===== src/rtl/idx_port_pkg.sv =====
package idx_port_pkg;

    localparam logic [1:0] OFF_PTR_LO = 2'd0;
    localparam logic [1:0] OFF_PTR_HI = 2'd1;
    localparam logic [1:0] OFF_DATA   = 2'd3;

    typedef enum logic [1:0] {
        ST_IDLE  = 2'd0,
        ST_FETCH = 2'd1,
        ST_FILL  = 2'd2
    } rd_state_e;

endpackage


===== src/rtl/idx_port_index.sv =====
module idx_port_index #(
    parameter int IDX_W  = 16,
    parameter int BYTE_W = 8
) (
    input  logic              clk,
    input  logic              rst_n,
    input  logic              ld_lo,
    input  logic              ld_hi,
    input  logic              clr,
    input  logic [BYTE_W-1:0] byte_in,
    output logic [IDX_W-1:0]  idx_q
);
    localparam int HI_W = IDX_W - BYTE_W;

    logic [IDX_W-1:0] idx_d;

    always_comb begin
        idx_d = idx_q;
        if (clr) begin
            idx_d = '0;
        end else if (ld_lo) begin
            idx_d[BYTE_W-1:0] = byte_in;
        end else if (ld_hi) begin
            idx_d[IDX_W-1:BYTE_W] = byte_in[HI_W-1:0];
        end
    end

    always_ff @(posedge clk or negedge rst_n) begin
        if (!rst_n) idx_q <= '0;
        else        idx_q <= idx_d;
    end
endmodule


===== src/rtl/idx_port_locks.sv =====
module idx_port_locks #(
    parameter int IDX_W     = 16,
    parameter int NUM_LOCKS = 2,
    parameter int LOCK_BASE = 32,
    parameter int WIN_SZ    = 16,
    parameter int MEM_SIZE  = 1024,
    localparam int SEL_W    = (NUM_LOCKS > 1) ? $clog2(NUM_LOCKS) : 1
) (
    input  logic                 clk,
    input  logic                 rst_n,
    input  logic                 tgl_req,
    input  logic [SEL_W-1:0]     tgl_sel,
    input  logic [IDX_W-1:0]     idx,
    output logic [NUM_LOCKS-1:0] lock_q,
    output logic                 refuse
);
    logic [NUM_LOCKS-1:0] win_hit;
    logic [31:0]          idx_ext;
    logic                 beyond;

    assign idx_ext = 32'(idx);
    assign beyond  = idx_ext >= 32'(MEM_SIZE);

    for (genvar g = 0; g < NUM_LOCKS; g++) begin : g_win
        localparam int WLO = LOCK_BASE + g * WIN_SZ;
        localparam int WHI = WLO + WIN_SZ;

        assign win_hit[g] = lock_q[g] && (idx_ext >= 32'(WLO)) && (idx_ext < 32'(WHI));

        always_ff @(posedge clk or negedge rst_n) begin
            if (!rst_n) begin
                lock_q[g] <= 1'b0;
            end else if (tgl_req && (tgl_sel == SEL_W'(g))) begin
                lock_q[g] <= ~lock_q[g];
            end
        end
    end

    assign refuse = beyond || (|win_hit);
endmodule


===== src/rtl/idx_port_rdseq.sv =====
module idx_port_rdseq
    import idx_port_pkg::*;
#(
    parameter int BYTE_W = 8
) (
    input  logic              clk,
    input  logic              rst_n,
    input  logic              rd_go,
    input  logic              rd_ok,
    input  logic [BYTE_W-1:0] mem_rdata,
    output logic              rvalid,
    output logic [BYTE_W-1:0] rdata
);
    rd_state_e st_q, st_d;

    always_ff @(posedge clk or negedge rst_n) begin
        if (!rst_n) st_q <= ST_IDLE;
        else        st_q <= st_d;
    end

    always_comb begin
        if (!rd_go)     st_d = ST_IDLE;
        else if (rd_ok) st_d = ST_FETCH;
        else            st_d = ST_FILL;
    end

    always_comb begin
        rvalid = 1'b0;
        rdata  = '0;
        unique case (st_q)
            ST_IDLE: begin
                rvalid = 1'b0;
                rdata  = '0;
            end
            ST_FETCH: begin
                rvalid = 1'b1;
                rdata  = mem_rdata;
            end
            ST_FILL: begin
                rvalid = 1'b1;
                rdata  = '1;
            end
            default: begin
                rvalid = 1'b0;
                rdata  = '0;
            end
        endcase
    end
endmodule


===== src/rtl/idx_byte_port.sv =====
module idx_byte_port
    import idx_port_pkg::*;
#(
    parameter int IDX_W     = 16,
    parameter int BYTE_W    = 8,
    parameter int NUM_LOCKS = 2,
    parameter int LOCK_BASE = 32,
    parameter int WIN_SZ    = 16,
    parameter int MEM_SIZE  = 1024
) (
    input  logic              clk,
    input  logic              rst_n,
    input  logic              port_wr,
    input  logic              port_rd,
    input  logic [1:0]        port_off,
    input  logic [BYTE_W-1:0] port_wdata,
    input  logic              lock_req,
    input  logic              lock_sel,
    output logic [BYTE_W-1:0] port_rdata,
    output logic              port_rvalid,
    output logic [IDX_W-1:0]  mem_addr,
    output logic [BYTE_W-1:0] mem_wdata,
    output logic              mem_we,
    output logic              mem_re,
    input  logic [BYTE_W-1:0] mem_rdata
);
    localparam int SEL_W = (NUM_LOCKS > 1) ? $clog2(NUM_LOCKS) : 1;

    logic                 wr_lo, wr_hi, wr_data;
    logic                 rd_go, rd_data, refuse;
    logic [IDX_W-1:0]     idx_q;
    logic [NUM_LOCKS-1:0] lock_q;

    assign wr_lo   = port_wr && (port_off == OFF_PTR_LO);
    assign wr_hi   = port_wr && (port_off == OFF_PTR_HI);
    assign wr_data = port_wr && (port_off == OFF_DATA);
    assign rd_go   = port_rd && !port_wr;
    assign rd_data = rd_go && (port_off == OFF_DATA);

    idx_port_index #(.IDX_W(IDX_W), .BYTE_W(BYTE_W)) u_index (
        .clk     (clk),
        .rst_n   (rst_n),
        .ld_lo   (wr_lo),
        .ld_hi   (wr_hi),
        .clr     (wr_data),
        .byte_in (port_wdata),
        .idx_q   (idx_q)
    );

    idx_port_locks #(
        .IDX_W(IDX_W), .NUM_LOCKS(NUM_LOCKS), .LOCK_BASE(LOCK_BASE),
        .WIN_SZ(WIN_SZ), .MEM_SIZE(MEM_SIZE)
    ) u_locks (
        .clk     (clk),
        .rst_n   (rst_n),
        .tgl_req (lock_req),
        .tgl_sel (SEL_W'(lock_sel)),
        .idx     (idx_q),
        .lock_q  (lock_q),
        .refuse  (refuse)
    );

    idx_port_rdseq #(.BYTE_W(BYTE_W)) u_rdseq (
        .clk       (clk),
        .rst_n     (rst_n),
        .rd_go     (rd_go),
        .rd_ok     (rd_data && !refuse),
        .mem_rdata (mem_rdata),
        .rvalid    (port_rvalid),
        .rdata     (port_rdata)
    );

    assign mem_addr  = idx_q;
    assign mem_wdata = port_wdata;
    assign mem_we    = wr_data && !refuse;
    assign mem_re    = rd_data && !refuse;
endmodule


===== config.mk =====
export PLATFORM = sky130hd
export DESIGN_NAME = idx_byte_port
export DESIGN_NICKNAME = d
export VERILOG_FILES = /design/src/rtl/idx_port_pkg.sv /design/src/rtl/idx_port_index.sv /design/src/rtl/idx_port_locks.sv /design/src/rtl/idx_port_rdseq.sv /design/src/rtl/idx_byte_port.sv
export SDC_FILE = /design/constraint.sdc
export NUM_CORES = 1
export LEC_CHECK = 0
export ABC_AREA = 1
export BUFFER_PORTS_ARGS = -buffer_cell sky130_fd_sc_hd__buf_2
export CAP_MARGIN = 15
export CORE_MARGIN = 5
export CORE_UTILIZATION = 35
export CTS_CLUSTER_DIAMETER = 30
export DETAILED_ROUTE_END_ITERATION = 8
export PLACE_DENSITY = 0.73
export SYNTH_ARGS = -nofsm -noshare
export SYNTH_HDL_FRONTEND = slang
export SYNTH_SLANG_ARGS = --single-unit
export TNS_END_PERCENT = 1

===== constraint.sdc =====
create_clock -name clk -period 1.1 [get_ports clk]
set_input_delay 0.22 -clock clk [delete_from_list [all_inputs] [get_ports clk]]
set_output_delay 0.22 -clock clk [all_outputs]
set_load 0.03 [all_outputs]

==> metrics <==
Crit Path Category reg2out; max_slew headroom 71.6%; die width 65.4 um; final setup vio count 25; crit path launch type flop; post-DR wirelength/cell approximately 12 um; status complete, but fails checks; Worst Clk Skew 11.8 ps; crit-path cells nor2_1, nand3_1, nor3_2, nand2_2, nor2_4, buf_6; dpl hpwl roughly 2500 um; combinational power share 41.9%; final setup margin -671 ps; via count 1216; Max clock buf depth 2; Slew Viols, Final 0; fmax 565 MHz; Worst-Margin Slew 427 ps; RSZ-0062 raised after global routing yes; data arrival time of the worst path 1550 ps; Hold Crit Class in2reg; Critical Path Sink Type output pin; Leak 1.02 nW; Clock transition at path regs 120 ps; global-route wire length before repair 4890 um; Seq/Total Area, Yosys 46.6%; pwr dens about 1400 nW/um^2; setup TNS -8290 ps; critical-path cell with the highest stage delay dfrtp_1; yosys warns 0; I/O pins 59; Worst path max stage delay around 420 ps; Initial Utilization 35.8%; post-route ant nets 0; clock network fraction of total power 22.8%; synthesized area approximately 1100 um^2; Cell variety after synth 18; largest net degree at the start of global routing 21; Clock Latency Late Sink between 300 and 400 ps; final period utilization 161%; WP data required 880 ps; Max FO, Critical Path 2; Sw Ratio between 30% and 40%; Synth-to-Final Area Change 75.0%; Hold Vio Cnt, Final 0; row count 20; CTS buffer count 3; cell count after synthesis 136; Synth Register Bits 20; Seq pwr share a little over a third; H-tree levels 1; layout cells sized above 1 52.7%; Final min period 1770 ps; Starting DRT DRC Count 19; filler-free cell count of the finished design between 200 and 300; Nets 251; initial antenna violation count 0; Die Area 4280 um^2; worst vdd rail ir drop 1.11 mV; root buffer cell clkbuf_4; Power Internal 1.75 mW; GPL Wtd Cong 0.886; Core Region roughly 3000 um^2; routed vias/inst 4.73; antenna diode count 0; die height approximately 65 um; # Max-Cap Violations 0; Filler cells 241; Syn Area/Cell between 7 and 8 um^2; failing checks negative setup slack; WL final 3200 um; PortBufs 58; vias in the first global route 1173; area of the multi-input gates ~470 um^2; DR DRC count 0; total grt overflow 0; TritonRoute pass-1 iters 4; Synth Net Count 162; CTS tree done; area occupied by registers 500 um^2; Placed Cells about 250; global-route usage over all layers 14.7%; Psw 0.870 mW; clk sinks 20
## cell families after synthesis
family / synth area share [%]
simple gates: 20.7
buf+inv: 16.5
compound gates: 12.2
flops: 46.6
xor+xnor: 1.63
fa+ha+maj: 2.33
## registers in the layout (all words and copies together), names as in the netlist
name and count:
u_index.idx_q 16, u_locks.lock_q 2, u_rdseq.st_q 2
## cell type report
type / count / share of cell area, %
inverters: 28 / 5.59
clock buffers: 3 / 1.20
clock inverters: 1 / 1.60
repair buffers: 95 / 37.6
multi-input cells: 77 / 25.2
flip-flops and latches: 20 / 26.6
well taps: 33 / 2.20
## power by group through the flow
stage	Sequential, mW	Clock, mW	Combinational (mW)
global route	0.937	0.630	1.18
floorplan	1.08	0	0.329
global placement	0.917	0	0.901
detailed placement	0.923	0	0.914
CTS	0.923	0.601	1.05
finish	0.925	0.596	1.10
## through the flow
stage	hold slack (ps)	util (%)	worst slack, ps	power, mW	cell area [um^2]
4_1_cts	173	60.2	-599	2.57	1810
3_5_place_dp	186	53.7	-333	1.84	1610
5_1_grt	176	62.6	-758	2.75	1880
2_1_floorplan	-75.6	-	-288	1.41	1110
3_3_place_gp	188	53.7	-297	1.82	1610
6_report	176	62.6	-671	2.62	1880
## cells in the mapped netlist
| master | instances | area [um^2] |
|---|---|---|
| nand3b_1 | 1 | 7.51 |
| o21ai_0 | 6 | 30.0 |
| nor3_1 | 2 | 10.0 |
| nand3_4 | 1 | 17.5 |
| nor2_1 | 11 | 41.3 |
| buf_4 | 8 | 60.1 |
| nand2_1 | 24 | 90.1 |
| clkbuf_1 | 2 | 7.51 |
| nand3_1 | 9 | 45.0 |
| o21ai_1 | 1 | 5.00 |
| ha_1 | 2 | 25.0 |
| xor2_1 | 2 | 17.5 |
| buf_2 | 1 | 5.00 |
| nand2_4 | 1 | 11.3 |
| a21oi_1 | 8 | 40.0 |
| inv_1 | 28 | 105 |
| dfrtp_1 | 20 | 500 |
| o22ai_1 | 9 | 56.3 |
## cell usage in the layout, fill, tap and decap left out
cell type,synthesis,layout
dfrtp_1,20,20
a21oi_2,0,8
nand3_1,9,8
nor3_2,0,1
bufinv_16,0,1
nand3_4,1,1
buf_6,0,25
nor2_4,0,1
nand3b_1,1,1
o21ai_1,1,1
buf_2,1,41
inv_1,28,25
o21ai_0,6,6
inv_2,0,3
o22ai_1,9,9
clkbuf_4,0,4
nor2_1,11,10
nand2_2,0,2
xor2_1,2,2
ha_4,0,2
nor3_1,2,1
buf_4,8,27
nand3_2,0,1
nand2_4,1,1
nand2_1,24,22
dlygate4sd3_1,0,1
## metal layers
layer | routed length [um] | global-route usage (%) | vias up
li1 | - | - | 597
met1 | 1290 | 17.3 | 552
met2 | 1600 | 25.3 | 54
met3 | 243 | 4.96 | 13
met4 | 62 | 4.15 | 0
met5 | 0 | 0 | -
## critical path, delay by kind of cell, from the launching register on
kind | cells | cell delay, ps
AND/OR/NAND/NOR | 5 | 680
buffers and inverters | 1 | 130
flip-flops | 1 | 420
## worst paths after layout
check | slack [ps] | end | from | cells past startpoint
worst max-delay path | -670 | mem_we | u_index.idx_q[12] | 6
worst min-delay path | 180 | u_locks.lock_q[1] | lock_sel | 3
worst max register to register | -280 | u_rdseq.st_q[1] | u_index.idx_q[12] | 7
worst min register to register | 590 | u_index.idx_q[6] | u_index.idx_q[6] | 2
max in group asynchronous | 440 | u_rdseq.st_q[0] | rst_n | 2
min in group asynchronous | 350 | u_index.idx_q[0] | rst_n | 2
## what timing repair did
item / in CTS / in global routing
setup buffers: 0 / 4
hold buffers: 1 / 0
gates cloned: 0 / 0
hold endpoints to repair: 20 / 0
pin swaps: 0 / 6
endpoints found under the setup margin: 27 / 29
resized for setup: 42 / 11
(Power assumes the default switching activity.)
